==> config.mk <==
export PLATFORM = sky130hd
export DESIGN_NAME = cam_frame_capture
export DESIGN_NICKNAME = d
export VERILOG_FILES = /design/src/rtl/cfc_pkg.sv /design/src/rtl/cfc_sig_filter.sv /design/src/rtl/cfc_addr_gen.sv /design/src/rtl/cfc_frame_ctl.sv /design/src/rtl/cfc_wr_seq.sv /design/src/rtl/cam_frame_capture.sv
export SDC_FILE = /design/constraint.sdc
export NUM_CORES = 1
export LEC_CHECK = 0
export ABC_CLOCK_PERIOD_IN_PS = 2930
export BUFFER_PORTS_ARGS = -buffer_cell sky130_fd_sc_hd__buf_2
export CAP_MARGIN = 20
export CORE_UTILIZATION = 40
export DETAILED_ROUTE_END_ITERATION = 8
export PLACE_DENSITY = 0.65
export RECOVER_POWER = 50
export SYNTH_ARGS = -nofsm -noshare
export SYNTH_HDL_FRONTEND = slang
export SYNTH_HIERARCHICAL = 1
export SYNTH_SLANG_ARGS = --single-unit
==> constraint.sdc <==
create_clock -name clk -period 2.93 [get_ports clk]
set_clock_uncertainty 0.15 [all_clocks]
set_input_delay 0.586 -clock clk [delete_from_list [all_inputs] [get_ports clk]]
set_output_delay 0.586 -clock clk [all_outputs]
set_load 0.1 [all_outputs]
==> src/rtl/cfc_pkg.sv <==
package cfc_pkg;
  localparam int REF_CNT   = 3;
  localparam int REF_PCLK  = 0;
  localparam int REF_LINE  = 1;
  localparam int REF_FRAME = 2;

  typedef enum logic [1:0] {
    WR_IDLE,
    WR_SETUP,
    WR_STROBE,
    WR_HOLD
  } wr_state_t;
endpackage

==> src/rtl/cfc_sig_filter.sv <==
module cfc_sig_filter (
  input  logic clk,
  input  logic rst_n,
  input  logic din,
  output logic dout
);
  logic       sync1_q, sync2_q;
  logic [2:0] hist_q;
  logic       maj_d;

  always_comb begin
    maj_d = (hist_q[0] & hist_q[1]) | (hist_q[0] & hist_q[2]) | (hist_q[1] & hist_q[2]);
  end

  always_ff @(posedge clk or negedge rst_n) begin
    if (!rst_n) begin
      sync1_q <= 1'b0;
      sync2_q <= 1'b0;
      hist_q  <= '0;
      dout    <= 1'b0;
    end else begin
      sync1_q <= din;
      sync2_q <= sync1_q;
      hist_q  <= {hist_q[1:0], sync2_q};
      dout    <= maj_d;
    end
  end
endmodule

==> src/rtl/cfc_addr_gen.sv <==
module cfc_addr_gen #(
  parameter int ADDR_W = 18
) (
  input  logic              clk,
  input  logic              rst_n,
  input  logic              frame_start,
  input  logic              mirror,
  input  logic              step,
  output logic [ADDR_W-1:0] addr,
  output logic              hi_lane
);
  logic [ADDR_W-1:0] addr_q, addr_d;
  logic              hi_q, hi_d;
  logic              down_q, down_d;

  always_comb begin
    addr_d = addr_q;
    hi_d   = hi_q;
    down_d = down_q;
    if (frame_start) begin
      addr_d = mirror ? {ADDR_W{1'b1}} : '0;
      hi_d   = 1'b0;
      down_d = mirror;
    end else if (step) begin
      hi_d = ~hi_q;
      if (hi_q) begin
        addr_d = down_q ? (addr_q - ADDR_W'(1)) : (addr_q + ADDR_W'(1));
      end
    end
  end

  always_ff @(posedge clk or negedge rst_n) begin
    if (!rst_n) begin
      addr_q <= '0;
      hi_q   <= 1'b0;
      down_q <= 1'b0;
    end else begin
      addr_q <= addr_d;
      hi_q   <= hi_d;
      down_q <= down_d;
    end
  end

  assign addr    = addr_q;
  assign hi_lane = hi_q;
endmodule

==> src/rtl/cfc_frame_ctl.sv <==
module cfc_frame_ctl (
  input  logic clk,
  input  logic rst_n,
  input  logic frame_rise,
  input  logic cap_arm,
  input  logic cfg_continuous,
  output logic active,
  output logic frame_done
);
  logic active_q, active_d;
  logic armed_q, armed_d;
  logic done_q, done_d;

  always_comb begin
    active_d = active_q;
    armed_d  = armed_q | cap_arm;
    done_d   = 1'b0;
    if (frame_rise) begin
      done_d   = active_q;
      active_d = cfg_continuous | armed_q | cap_arm;
      armed_d  = 1'b0;
    end
  end

  always_ff @(posedge clk or negedge rst_n) begin
    if (!rst_n) begin
      active_q <= 1'b0;
      armed_q  <= 1'b0;
      done_q   <= 1'b0;
    end else begin
      active_q <= active_d;
      armed_q  <= armed_d;
      done_q   <= done_d;
    end
  end

  assign active     = active_q;
  assign frame_done = done_q;
endmodule

==> src/rtl/cfc_wr_seq.sv <==
module cfc_wr_seq
  import cfc_pkg::*;
#(
  parameter int ADDR_W    = 18,
  parameter int PIX_W     = 8,
  parameter int SETUP_CYC = 2
) (
  input  logic                clk,
  input  logic                rst_n,
  input  logic                req,
  input  logic [ADDR_W-1:0]   req_addr,
  input  logic                req_hi,
  input  logic [PIX_W-1:0]    req_pix,
  output logic                ready,
  output logic [ADDR_W-1:0]   sram_addr,
  output logic [2*PIX_W-1:0]  sram_dq,
  output logic                sram_ce_n,
  output logic                sram_we_n,
  output logic                sram_ub_n,
  output logic                sram_lb_n
);
  localparam int CNT_W = (SETUP_CYC > 1) ? $clog2(SETUP_CYC) : 1;

  wr_state_t          st_q, st_d;
  logic [CNT_W-1:0]   cnt_q, cnt_d;
  logic [ADDR_W-1:0]  addr_q, addr_d;
  logic [2*PIX_W-1:0] dq_q, dq_d;
  logic               ce_n_q, ce_n_d, we_n_q, we_n_d;
  logic               ub_n_q, ub_n_d, lb_n_q, lb_n_d;

  always_comb begin
    st_d   = st_q;
    cnt_d  = cnt_q;
    addr_d = addr_q;
    dq_d   = dq_q;
    ce_n_d = ce_n_q;
    we_n_d = we_n_q;
    ub_n_d = ub_n_q;
    lb_n_d = lb_n_q;
    unique case (st_q)
      WR_IDLE: begin
        if (req) begin
          st_d   = WR_SETUP;
          cnt_d  = '0;
          addr_d = req_addr;
          dq_d   = {req_pix, req_pix};
          ce_n_d = 1'b0;
          ub_n_d = ~req_hi;
          lb_n_d = req_hi;
        end
      end
      WR_SETUP: begin
        if (cnt_q == CNT_W'(SETUP_CYC - 1)) begin
          st_d   = WR_STROBE;
          we_n_d = 1'b0;
        end else begin
          cnt_d = cnt_q + CNT_W'(1);
        end
      end
      WR_STROBE: begin
        st_d   = WR_HOLD;
        we_n_d = 1'b1;
      end
      default: begin
        st_d   = WR_IDLE;
        ce_n_d = 1'b1;
        ub_n_d = 1'b1;
        lb_n_d = 1'b1;
      end
    endcase
  end

  always_ff @(posedge clk or negedge rst_n) begin
    if (!rst_n) begin
      st_q   <= WR_IDLE;
      cnt_q  <= '0;
      addr_q <= '0;
      dq_q   <= '0;
      ce_n_q <= 1'b1;
      we_n_q <= 1'b1;
      ub_n_q <= 1'b1;
      lb_n_q <= 1'b1;
    end else begin
      st_q   <= st_d;
      cnt_q  <= cnt_d;
      addr_q <= addr_d;
      dq_q   <= dq_d;
      ce_n_q <= ce_n_d;
      we_n_q <= we_n_d;
      ub_n_q <= ub_n_d;
      lb_n_q <= lb_n_d;
    end
  end

  assign ready     = (st_q == WR_IDLE);
  assign sram_addr = addr_q;
  assign sram_dq   = dq_q;
  assign sram_ce_n = ce_n_q;
  assign sram_we_n = we_n_q;
  assign sram_ub_n = ub_n_q;
  assign sram_lb_n = lb_n_q;
endmodule

==> src/rtl/cam_frame_capture.sv <==
module cam_frame_capture
  import cfc_pkg::*;
#(
  parameter int ADDR_W    = 18,
  parameter int PIX_W     = 8,
  parameter int SETUP_CYC = 2
) (
  input  logic                clk,
  input  logic                rst_n,
  input  logic                cam_pix_clk,
  input  logic                cam_line_vld,
  input  logic                cam_frame_sync,
  input  logic [PIX_W-1:0]    cam_pix,
  input  logic                cfg_pclk_fall,
  input  logic                cfg_mirror,
  input  logic                cfg_continuous,
  input  logic                cap_arm,
  output logic [ADDR_W-1:0]   sram_addr,
  output logic [2*PIX_W-1:0]  sram_dq,
  output logic                sram_ce_n,
  output logic                sram_we_n,
  output logic                sram_oe_n,
  output logic                sram_ub_n,
  output logic                sram_lb_n,
  output logic                frame_done
);
  logic [1:0]         rst_pipe_q;
  logic               rst_n_int;
  logic [REF_CNT-1:0] ref_raw, ref_filt, ref_filt_q;
  logic [PIX_W-1:0]   pix_s1_q, pix_s2_q;
  logic               pclk_edge, frame_rise, capture_on, pix_evt, wr_ready;
  logic [ADDR_W-1:0]  cur_addr;
  logic               cur_hi;

  always_ff @(posedge clk or negedge rst_n) begin
    if (!rst_n) rst_pipe_q <= '0;
    else        rst_pipe_q <= {rst_pipe_q[0], 1'b1};
  end
  assign rst_n_int = rst_pipe_q[1];

  assign ref_raw[REF_PCLK]  = cam_pix_clk;
  assign ref_raw[REF_LINE]  = cam_line_vld;
  assign ref_raw[REF_FRAME] = cam_frame_sync;

  for (genvar g = 0; g < REF_CNT; g++) begin : g_ref
    cfc_sig_filter u_filt (
      .clk  (clk),
      .rst_n(rst_n_int),
      .din  (ref_raw[g]),
      .dout (ref_filt[g])
    );
  end

  always_ff @(posedge clk or negedge rst_n_int) begin
    if (!rst_n_int) begin
      ref_filt_q <= '0;
      pix_s1_q   <= '0;
      pix_s2_q   <= '0;
    end else begin
      ref_filt_q <= ref_filt;
      pix_s1_q   <= cam_pix;
      pix_s2_q   <= pix_s1_q;
    end
  end

  always_comb begin
    pclk_edge  = cfg_pclk_fall ? (ref_filt_q[REF_PCLK] & ~ref_filt[REF_PCLK])
                               : (ref_filt[REF_PCLK] & ~ref_filt_q[REF_PCLK]);
    frame_rise = ref_filt[REF_FRAME] & ~ref_filt_q[REF_FRAME];
    pix_evt    = pclk_edge & ref_filt[REF_LINE] & ~ref_filt[REF_FRAME] & capture_on & wr_ready;
  end

  cfc_frame_ctl u_ctl (
    .clk           (clk),
    .rst_n         (rst_n_int),
    .frame_rise    (frame_rise),
    .cap_arm       (cap_arm),
    .cfg_continuous(cfg_continuous),
    .active        (capture_on),
    .frame_done    (frame_done)
  );

  cfc_addr_gen #(.ADDR_W(ADDR_W)) u_addr (
    .clk        (clk),
    .rst_n      (rst_n_int),
    .frame_start(frame_rise),
    .mirror     (cfg_mirror),
    .step       (pix_evt),
    .addr       (cur_addr),
    .hi_lane    (cur_hi)
  );

  cfc_wr_seq #(.ADDR_W(ADDR_W), .PIX_W(PIX_W), .SETUP_CYC(SETUP_CYC)) u_wr (
    .clk      (clk),
    .rst_n    (rst_n_int),
    .req      (pix_evt),
    .req_addr (cur_addr),
    .req_hi   (cur_hi),
    .req_pix  (pix_s2_q),
    .ready    (wr_ready),
    .sram_addr(sram_addr),
    .sram_dq  (sram_dq),
    .sram_ce_n(sram_ce_n),
    .sram_we_n(sram_we_n),
    .sram_ub_n(sram_ub_n),
    .sram_lb_n(sram_lb_n)
  );

  assign sram_oe_n = 1'b1;
endmodule

* Word-level counts from Yosys, hierarchy flattened
Index checks and enable logic that the tools add are counted.
** Word-level totals
- Register bits :: 103
- Bits in latches :: 0
- Bits in read-only memories :: 0
- Memories :: 0
- Input port bits :: 17
- Logic and storage cells :: 102
- Memory bits (writable) :: 0
- Output and inout port bits :: 40
** Cells by class
- Mux-type cells :: 22
- Reductions and logical operators :: 12
- Add/subtract/negate cells :: 3
- Shifts and indexed selects :: 0
- $mul :: 0
- Bitwise gates (word level) :: 31
- Divide/modulo/power cells :: 0
- Equality and inequality tests :: 4
- $lt $le $gt $ge :: 0
** Operators by type and width (count)
- $mux W18 :: 5
- $add A18 B1 Y18 const B :: 1
- $sub A18 B1 Y18 const B :: 1
- $and A1 B1 Y1 :: 16
- $reduce_and A2 Y1 :: 6
- $pmux W1 S2 :: 5
- $mux W1 :: 9
- $or A1 B1 Y1 :: 9
- $reduce_bool A2 Y1 :: 4
- $not A1 Y1 :: 6
- $pmux W2 S3 :: 1
- $mux W2 :: 2
- $eq A2 B1 Y1 const B :: 1
- $eq A2 B2 Y1 const B :: 1
- $logic_not A2 Y1 :: 1
- $ne A2 B1 Y1 const B :: 1
- $ne A2 B2 Y1 const B :: 1
- $reduce_or A2 Y1 :: 1
- $add A1 B1 Y1 const B :: 1

* Longest topological paths before layout
Gate-level depths: netlist of run 1.
- Depth in word-level cells :: 9
- Gate-level depth with buffers :: 9
- Depth with buffers taken out :: 8

* Modules after synthesis
The synthesis of run 1 kept the hierarchy.
** Modules (own cells, without submodules)
- cfc_addr_gen :: seq. area each 500.5 sq um, area an instance 1571.5 sq um, cells each 179, times used 1
- cfc_wr_seq :: seq. area each 830.8 sq um, area an instance 1485.2 sq um, cells each 98, times used 1
- cam_frame_capture :: seq. area each 500.5 sq um, area an instance 551.8 sq um, cells each 27, times used 1
- cfc_sig_filter :: seq. area each 150.1 sq um, area an instance 161.4 sq um, cells each 7, times used 3
- cfc_frame_ctl :: seq. area each 75.1 sq um, area an instance 107.6 sq um, cells each 9, times used 1

* Worst setup path after synthesis of run 1
Ideal clock, no wire load.
- Path kind :: register to register
- Start :: reg u_addr.down_q
- End :: reg u_addr.addr_q[17] (netlist: u_addr/addr[17])
- Path buffers :: 0
- Library setup time :: 0.144 ns
- Required time :: 2.636 ns
- Path slack :: 0.362 ns
- Clock period less this slack :: 2.568 ns
- Arrival :: 2.275 ns
- Stages on the path, launching flop included :: 8
- Path through :: dfrtp_1 > ha_1 > a211o_1 > o21ai_2 > o2111ai_1 > and3_1 > o311ai_0 > o311ai_1
** On the way
- Word-level cells in the longest chain between the ends :: 4
** RTL lines
- from (decl) :: line cfc_addr_gen.sv:14 : logic down_q, down_d;
- from (signal assigned) :: line cfc_addr_gen.sv:40 : down_q <= down_d;
- $mux W18 :: line cfc_addr_gen.sv:27 : addr_d = down_q ? (addr_q - ADDR_W'(1)) : (addr_q + ADDR_W'(1));
- $mux W18 :: line cfc_addr_gen.sv:26 : if (hi_q) begin
- $mux W18 :: line cfc_addr_gen.sv:24 : end else if (step) begin
- $mux W18 :: line cfc_addr_gen.sv:20 : if (frame_start) begin
- to (signal assigned) :: line cfc_addr_gen.sv:38 : addr_q <= addr_d;
- to (decl) :: line cfc_addr_gen.sv:12 : logic [ADDR_W-1:0] addr_q, addr_d;
Every way passes these cells. The select of a mux whose other input is x is not followed.
A chain may end at the register's enable or synchronous reset.

* Worst setup path after layout of run 1
- Start :: reg u_addr.down_q
- End :: reg u_addr.addr_q[13] (netlist: u_addr/addr[13])
Same word-level chain as after synthesis.

==> flow_metrics.py, run 1 <==
metrics = {
    "worst_setup_path": {
        "critical_path_required_ns": 3.02,
        "crit_slowest_cell": "dfrtp_2",
        "crit_top_cell": "o21ai_0",
        "end_kind": "flip-flop",
        "cp.arrival_ns": 2.77,
        "critPathMaxFanout": 18,
        "cp-start-kind": "flip-flop",
        "slowest_delay_ns": 0.57,
        "crit_type": "flip-flop to flip-flop",
        "worstPathCellList": "ha_1, o21ai_0, o21bai_1, o21ai_2, o21ai_0, a31oi_1, xor2_1, a21oi_1",
    },
    "status": {
        "status": "finished, violations left",
        "violations": "max-capacitance violations, max-slew violations",
    },
    "place": {
        "io_buffers": 55,
        "place_hpwl_um": 5200,
        "dp_cells": 516,
        "gp_congestion": 0.862,
        "placed_area_um2": 4600,
    },
    "yosys": {
        "synth.distinct_cells": 56,
        "async_reset_ff_frac": 1.00,
        "synth.largest_area_cell": "dfrtp_1",
        "synthTopCellsByArea": "dfrtp_1, mux2_4, ha_1",
        "synth_top_area_frac": 0.536,
        "synth_area_um2": 4200,
        "synth-edff-count": 0,
        "avgSynthCellArea_um2": 12.6,
        "synth_seq_cells": 94,
        "syn_inst": 334,
        "ys_seq_area_frac": 0.561,
        "yosys_warnings": 6,
        "synth_flop_cell": "dfrtp_1",
    },
    "routing": {
        "totalWireLength_um": 7400,
        "drcViolationCount": 0,
        "via_per_inst": 5.03,
        "ant_nets": 0,
        "drt-pass1-iter-count": 4,
        "drt-wirelength-per-cell_um": 13.9,
        "drtIter0Drc": 136,
        "via_count": 2680,
    },
    "floorplanning": {
        "dieArea_um2": 10900,
        "fp.coreArea_um2": 10200,
        "chipHeight_um": 104,
        "chipWidth_um": 104,
        "rows": 37,
        "start_util": 0.411,
        "io_pins": 57,
    },
    "sta": {
        "period_needed_ns": 2.68,
        "period_share": 0.916,
        "fmax_ghz": 0.372,
        "maxSlewHeadroom": -0.0303,
        "setup_violations": 0,
        "worst_pin_slew_ns": 1.55,
        "rsz0062_at_grt": "false",
        "tns_ns": 0,
        "hold_viol": 0,
        "slew_violations": 41,
    },
    "global_route": {
        "grt_max_degree": 54,
        "grt_pass1_wl_um": 12800,
        "grt_use_total": 0.149,
        "grt_overflow": 0,
        "antenna_found_initial": 0,
        "grt_pass1_vias": 2652,
    },
    "worst_hold_path": {
        "worstHoldPathType": "input port to flip-flop",
    },
    "finish": {
        "layout-drive-gt1-share": 0.292,
        "stdcell_area_um2": 4810,
        "stdcell_count": 533,
        "area_delta_synth_final_pct": 14.5,
        "fin_nets": 430,
        "antennaDiodeCount": 0,
    },
    "clock_tree": {
        "cts_buffers": 9,
        "htree_levels": 3,
        "cts_buffer_depth": 2,
        "cts-root-buf": "clkbuf_8",
        "clkLatencyLatePin_ns": 0.36,
        "cts.clk_slew.worst_paths_ns": 0.11,
        "cts_tree": "yes",
        "cts_sinks": 94,
        "post-cts-setup-buffer-count": 0,
    },
    "job": {
        "maxCapViolations": 1,
    },
}
## layout make-up
class                           instances  area, um^2
Fill cell                             939        5420
Timing Repair Buffer                   62         325
Multi-Input combinational cell        215        1700
Clock buffer                            9         124
Tap cell                              136         170
Sequential cell                        94        2360
Inverter                               10        37.5
Clock inverter                          7        97.6
## registers in the layout (all words and copies together), names as in the netlist, 2 cells and up
register	cells
g_ref.u_filt/hist_q	9
u_wr/st_q	2
u_wr/sram_dq	8
rst_pipe_q	2
ref_filt_q	2
pix_s2_q	8
u_addr/addr	18
pix_s1_q	8
g_ref.u_filt/sync1_q	3
g_ref.u_filt/dout	3
u_wr/sram_addr	18
g_ref.u_filt/sync2_q	3
## critical path: cells and delay by family, from the launching register on
family | cells | cell delay, ns
flip-flops | 1 | 0.57
adder cells (fa/ha/maj) | 1 | 0.42
AO/OA/AOI/OAI | 6 | 1.20
XOR/XNOR | 1 | 0.22
## kinds of logic (layout without fill, tap and decap cells)
kind of cell	count (synthesis)	count (layout)	share of synthesized area
XOR/XNOR	14	14	0.0292
adder cells (fa/ha/maj)	24	24	0.0724
multiplexers	29	29	0.0950
other	1	2	0.000893
buffers and inverters	26	88	0.0349
flip-flops	94	94	0.561
AO/OA/AOI/OAI	92	92	0.139
AND/OR/NAND/NOR	54	54	0.0679
## routing by layer
layer	wire, um	GRT usage
met1	3570	0.206
met2	3380	0.225
met3	324	0.0294
met4	121	0.0694
met5	0	0
## through the flow
stage                     utilization  hold slack [ns]  setup slack [ns]
after floorplan                     -            0.140             0.362
after global routing            0.470            0.140            0.0335
final                           0.470            0.166             0.245
after global placement          0.450            0.181             0.138
after detailed placement        0.450            0.180            0.0675
after CTS                       0.472            0.150            0.0621
## path summary, 6_finish.rpt
kind	startpoint	endpoint	slack [ns]	cells past startpoint
hold / removal	cam_pix[1]	pix_s1_q[1]	0.17	1
setup reg to reg	u_addr/down_q	u_addr/addr[13]	0.25	8
setup / recovery	u_addr/down_q	u_addr/addr[13]	0.25	8
max in group asynchronous	rst_pipe_q[1]	u_addr/addr[10]	0.56	1
hold reg to reg	g_ref[0].u_filt/sync2_q	g_ref[0].u_filt/hist_q[0]	0.21	0
min in group asynchronous	rst_n	rst_pipe_q[0]	0.38	2
## synthesized netlist by cell type (all sizes together) (10+ instances only)
| master | n |
|---|---|
| o21ai | 22 |
| ha | 20 |
| buf | 11 |
| nand2 | 18 |
| mux2 | 27 |
| inv | 10 |
| a21oi | 32 |
| nor2 | 11 |
| dfrtp | 90 |
## timing repair
item	in CTS	in global routing
endpoints found under the setup margin	0	5
hold buffers	1	0
endpoints found under the hold margin	2	0
resized for setup	0	1
## layout by cell type, fill, tap and decap left out, types with 2 or more instances in the layout
| cell | count |
|---|---|
| dfrtp_1 | 89 |
| buf_2 | 54 |
| a21oi_1 | 30 |
| o21ai_0 | 21 |
| ha_1 | 20 |
| mux2_4 | 20 |
| nand2_1 | 17 |
| nor2_1 | 11 |
| inv_1 | 10 |
| clkbuf_8 | 9 |
| xnor2_1 | 7 |
| xor2_1 | 7 |
| a21o_1 | 7 |
| mux2_2 | 7 |
| o211ai_1 | 6 |
| buf_4 | 4 |
| o31ai_1 | 4 |
| o21a_1 | 4 |
| dfstp_2 | 4 |
| nor2b_1 | 3 |
| inv_8 | 3 |
| maj3_1 | 3 |
| nand3_1 | 3 |
| and3_1 | 3 |
| a31oi_1 | 3 |
| nand3b_1 | 2 |
| a21oi_2 | 2 |
| conb_1 | 2 |
| inv_6 | 2 |
| clkbuf_1 | 2 |
| and2_1 | 2 |
| a21boi_0 | 2 |
| mux2i_1 | 2 |
Power of run 1 is left out: the tool's default activity adds up to more than one toggle a clock period on the data nets, which glitch-free logic cannot reach.
==> inputs of run 2 (changes only) <==
Settings changed: ABC_CLOCK_PERIOD_IN_PS 2930 to 2300, SETUP_SLACK_MARGIN from default to 0.4.
Clock period 2.93 ns to 2.3 ns, I/O delays scaled along.
==> run 2 against run 1 <==
The flow finishes with violations (negative setup slack); sequential share of layout area down 8.8 points; global-route usage grew 4.3 points; hold slack got worse by 0.13 ns; sequential cell count unchanged; via count up 17%; non-clock buffer count is 72 higher; highest routed layer unchanged.
==> flow_metrics.py, run 2 (synthesized netlist as in run 1, its figures left out) <==
metrics = {
    "worst_setup_path": {
        "path_buf_inv": 1,
        "ff2ff_setup_slack_ns": -0.27,
        "crit_slowest_cell": "dfrtp_4",
        "path_depth": 9,
        "end_kind": "flip-flop",
        "path_delay_family": "compound AO/OA/AOI/OAI gates",
        "regToRegStartpoint": "u_addr/down_q",
        "cp-start-kind": "flip-flop",
        "r2r_end": "u_addr/addr[12]",
        "crit_start": "u_addr/down_q",
        "worstPathCellList": "buf_6, fa_2, a21o_1, and4_4, o211ai_2, a21oi_2, o31a_1, o21a_1, o31ai_2",
        "critPathMaxFanout": 5,
        "rr_worst_depth": 9,
        "crit_end": "u_addr/addr[12]",
        "cp.arrival_ns": 2.69,
        "critical_path_required_ns": 2.43,
        "crit_type": "flip-flop to flip-flop",
        "slowest_delay_ns": 0.52,
    },
    "floorplanning": {
        "rows": 37,
        "chipHeight_um": 104,
        "io_pins": 57,
        "dieArea_um2": 10900,
        "fp.coreArea_um2": 10200,
        "start_util": 0.411,
        "chipWidth_um": 104,
    },
    "clock_tree": {
        "htree_levels": 3,
        "cts_sinks": 94,
        "cts-root-buf": "clkbuf_8",
        "cts_tree": "yes",
        "cts.clk_slew.worst_paths_ns": 0.09,
        "cts_buffer_depth": 2,
        "clkLatencyLatePin_ns": 0.37,
        "cts_buffers": 9,
    },
    "global_route": {
        "grt_use_total": 0.192,
        "grt_overflow": 0,
        "grt_max_degree": 64,
        "antenna_found_initial": 0,
        "grt_pass1_wl_um": 16200,
        "grt_pass1_vias": 3206,
    },
    "routing": {
        "via_per_inst": 5.19,
        "via_count": 3138,
        "drt-pass1-iter-count": 4,
        "drcViolationCount": 0,
        "drt-wirelength-per-cell_um": 17.1,
        "drtIter0Drc": 106,
        "totalWireLength_um": 10300,
        "ant_nets": 0,
    },
    "sta": {
        "fmax_ghz": 0.390,
        "worst_pin_slew_ns": 1.12,
        "fin_ws_ns": -0.267,
        "rsz0062_at_grt": "true",
        "slew_violations": 0,
        "tns_ns": -1.41,
        "hold_viol": 0,
        "setup_violations": 10,
        "maxSlewHeadroom": 0.254,
        "period_needed_ns": 2.57,
        "period_share": 1.12,
    },
    "power": {
        "leakage_nw": 2.85,
        "seq_power_share": 0.273,
        "p_clk_frac": 0.131,
        "power_frac_comb": 0.595,
        "switching_share": 0.491,
        "p_per_area_nw_per_um2": 1440,
        "intPower_w": 0.00433,
        "ir_worst_vdd_v": 0.00107,
        "p_switching_w": 0.00417,
    },
    "finish": {
        "final_common_cell": "dfrtp_1",
        "utilization": 0.576,
        "area_delta_synth_final_pct": 40.2,
        "layout-drive-gt1-share": 0.522,
        "fin_nets": 502,
        "antennaDiodeCount": 0,
        "final_cell_mix": "dfrtp_1, buf_4, buf_2",
    },
    "status": {
        "status": "finished, violations left",
        "violations": "negative setup slack",
    },
    "job": {
        "maxCapViolations": 0,
    },
    "place": {
        "place_hpwl_um": 5970,
        "gp_congestion": 0.940,
        "io_buffers": 55,
    },
    "worst_hold_path": {
        "worstHoldPathType": "input port to flip-flop",
    },
}
run 2: changes by cell type in the layout (fill, tap and decap cells not counted), moves of 7 or more:
| cell | delta |
|---|---|
| buf_4 | +59 |
| o21ai_0 | -13 |
| ha_1 | -11 |
| a21oi_1 | -10 |
| buf_6 | +10 |
| ha_4 | +10 |
| dfrtp_1 | -8 |
| a21oi_2 | +7 |
| dfrtp_2 | +7 |
| mux2_2 | -7 |
| mux2_4 | +7 |
| o21ai_1 | +7 |
run 2: power by group through the flow:
stage,Combinational (W),Sequential (W),Clock (W)
final,0.00506,0.00232,0.00111
after detailed placement,0.00423,0.00234,0
after global placement,0.00416,0.00232,0
after floorplan,0.00195,0.00373,0
after CTS,0.00463,0.00230,0.00116
after global routing,0.00530,0.00238,0.00122
run 2: worst min path at each step:
stage / start / endpoint / slack [ns] / depth (start not counted)
2_1_floorplan: rst_n / rst_pipe_q[0] / 0.01 / 0
3_3_place_gp: rst_n / rst_pipe_q[0] / 0.1 / 1
3_5_place_dp: rst_n / rst_pipe_q[1] / 0.1 / 1
4_1_cts: cam_pix[2] / pix_s1_q[2] / 0.02 / 1
5_1_grt: cam_pix[2] / pix_s1_q[2] / 0.02 / 1
6_report: cam_pix[1] / pix_s1_q[1] / 0.04 / 1
run 2: area by class of cell:
class | count | area [um^2]
Fill cell | 807 | 4340
Sequential cell | 94 | 2370
Multi-Input combinational cell | 215 | 2070
Timing Repair Buffer | 134 | 1040
Tap cell | 136 | 170
Clock buffer | 10 | 128
Clock inverter | 6 | 68.8
Inverter | 10 | 40.0
run 2: repair_timing:
item                       in CTS  in global routing
pin swaps                      27                 15
resized for setup              51                 40
gates cloned                    3                  0
setup endpoints to repair      50                 50
hold buffers                    1                  0
hold endpoints to repair        2                  0
buffers inserted               22                  5
run 2: stage by stage:
stage	std cells	worst slack, ns	area [um^2]	total power, W	hold slack, ns
6_report	605	-0.267	5890	0.00849	0.0402
5_1_grt	605	-0.360	5890	0.00890	0.0156
4_1_cts	600	-0.239	5690	0.00810	0.0237
3_5_place_dp	558	-0.393	5010	0.00657	0.0996
3_3_place_gp	558	-0.199	5010	0.00648	0.0955
2_1_floorplan	335	-0.112	4280	0.00568	0.0144
run 2: layer usage:
layer,vias up,global-route usage,share of wire
met5,-,0,0
li1,1444,-,-
met4,0,0.113,0.038
met1,1566,0.247,0.42
met2,99,0.307,0.49
met3,29,0.0301,0.048
(Power assumes the default switching activity.)
==> inputs of run 3 (changes only) <==
Settings changed: CORE_UTILIZATION 40 to 34, PLACE_DENSITY 0.65 to 0.58, SETUP_SLACK_MARGIN 0.4 to 0.15.
==> run 3 against run 2 <==
The flow still finishes with violations (negative setup slack); critical path type unchanged; routed wire length fell by 14%; power fell by 2.5%; clock-buffer cell count did not move; critical path depth did not move.
==> flow_metrics.py, run 3 (synthesized netlist as in run 1, its figures left out) <==
metrics = {
    "clock_tree": {
        "cts.clk_slew.worst_paths_ns": 0.07,
        "cts-root-buf": "clkbuf_16",
        "htree_levels": 3,
        "clkLatencyLatePin_ns": 0.34,
        "cts_tree": "yes",
        "cts_sinks": 94,
        "cts_buffer_depth": 2,
        "cts_buffers": 9,
    },
    "worst_setup_path": {
        "critPathMaxFanout": 6,
        "end_kind": "flip-flop",
        "cp-start-kind": "flip-flop",
        "crit_slowest_cell": "dfrtp_4",
        "rr_worst_depth": 9,
        "critical_path_required_ns": 2.40,
        "worstPathCellList": "buf_12, fa_2, a21o_1, and4_4, o211ai_2, a21oi_2, o31a_1, o21a_1, o31ai_1",
        "slowest_delay_ns": 0.52,
        "cp.arrival_ns": 2.68,
        "crit_type": "flip-flop to flip-flop",
    },
    "power": {
        "ir_worst_vdd_v": 0.000983,
        "leakage_nw": 2.73,
        "power_w": 0.00828,
        "p_per_area_nw_per_um2": 1500,
    },
    "floorplanning": {
        "rows": 40,
        "chipWidth_um": 113,
        "dieArea_um2": 12800,
        "start_util": 0.350,
        "fp.coreArea_um2": 12000,
        "chipHeight_um": 113,
        "io_pins": 57,
    },
    "global_route": {
        "grt_overflow": 0,
        "grt_max_degree": 39,
        "grt_use_total": 0.150,
        "grt_pass1_vias": 2958,
        "antenna_found_initial": 0,
        "grt_pass1_wl_um": 14900,
    },
    "status": {
        "violations": "negative setup slack",
        "status": "finished, violations left",
    },
    "place": {
        "gp_congestion": 0.857,
        "dp_cells": 577,
        "place_hpwl_um": 6180,
        "io_buffers": 55,
    },
    "finish": {
        "final_cell_mix": "dfrtp_1, buf_4, buf_2",
        "fill_cells": 1123,
        "area_delta_synth_final_pct": 31.5,
        "final_common_cell": "dfrtp_1",
        "antennaDiodeCount": 0,
        "stdcell_count": 601,
        "fin_nets": 487,
        "layout-drive-gt1-share": 0.434,
    },
    "sta": {
        "period_share": 1.12,
        "slew_violations": 0,
        "period_needed_ns": 2.58,
        "fin_ws_ns": -0.284,
        "rsz0062_at_grt": "true",
        "setup_violations": 10,
        "maxSlewHeadroom": 0.0211,
        "hold_viol": 0,
        "fmax_ghz": 0.387,
        "whs_ns": 0.0713,
        "worst_pin_slew_ns": 1.47,
    },
    "routing": {
        "drt-wirelength-per-cell_um": 14.8,
        "drtIter0Drc": 102,
        "ant_nets": 0,
        "drcViolationCount": 0,
        "drt-pass1-iter-count": 4,
        "totalWireLength_um": 8910,
        "via_count": 2914,
        "via_per_inst": 4.85,
    },
    "worst_hold_path": {
        "worstHoldPathType": "input port to flip-flop",
        "whs_path_depth": 1,
    },
    "job": {
        "maxCapViolations": 0,
    },
}
[run 3: changes by cell type in the layout (fill, tap and decap cells not counted), moves of 5 or more]
cell	previous run	this run
ha_1	9	15
mux2_4	27	20
dfrtp_2	8	0
clkbuf_8	9	0
buf_2	50	55
ha_4	10	5
buf_4	63	57
mux2_2	0	7
clkbuf_16	0	9
dfrtp_1	81	89
buf_6	10	2
[run 3: worst max-delay path: cells and delay by family, from the launching register on]
kind / cells / cell delay, ns
buffers and inverters: 1 / 0.16
AND/OR/NAND/NOR: 1 / 0.20
AO/OA/AOI/OAI: 6 / 1.12
adder cells (fa/ha/maj): 1 / 0.34
flip-flops: 1 / 0.52
[run 3: area by class of cell]
class	count	area [um^2]	share of cell area
multi-input cells	215	1860	0.336
flip-flops and latches	94	2360	0.428
inverters	10	37.5	0.00680
clock buffers	10	229	0.0415
well taps	147	184	0.0333
repair buffers	119	785	0.142
clock inverters	6	68.8	0.0125
[run 3: per-layer routing]
layer  track usage  vias up  wire length, um
met5             0        -                0
li1              -     1419                -
met1         0.205     1406             4250
met3        0.0359       13              413
met2         0.226       76             4060
met4        0.0711        0              190
[run 3: report_power, final]
part / internal (W) / switching (W) / leakage, nW
combinational: 0.00145 / 0.00307 / 1.44
clock: 0.000850 / 0.000633 / 0.143
sequential: 0.00203 / 0.000251 / 1.14
total: 0.00433 / 0.00395 / 2.73
[run 3: stage by stage]
stage	cell area (um^2)	setup WS [ns]	util	TNS, ns
3_3_place_gp	5020	-0.233	0.418	-1.04
3_5_place_dp	5020	-0.295	0.418	-1.41
4_1_cts	5410	-0.268	0.450	-1.28
2_1_floorplan	4240	-0.112	-	-0.214
6_report	5520	-0.284	0.460	-1.41
5_1_grt	5520	-0.368	0.460	-2.70
[run 3: repair_timing]
action,CTS,global route
endpoints found under the setup margin,13,44
pin swaps,5,18
buffers inserted,3,4
endpoints found under the hold margin,2,0
gates resized for setup,15,25
hold buffers,1,0
[run 3: worst paths after layout]
path | from | endpoint | slack (ns)
setup / recovery | u_addr/down_q | u_addr/addr[12] | -0.28
hold / removal | cam_pix[1] | pix_s1_q[1] | 0.07
setup reg to reg | u_addr/down_q | u_addr/addr[12] | -0.28
hold reg to reg | g_ref[2].u_filt/sync1_q | g_ref[2].u_filt/sync2_q | 0.20
max in group asynchronous | rst_pipe_q[1] | u_addr/addr[10] | 0.37
min in group asynchronous | rst_n | rst_pipe_q[1] | 0.28
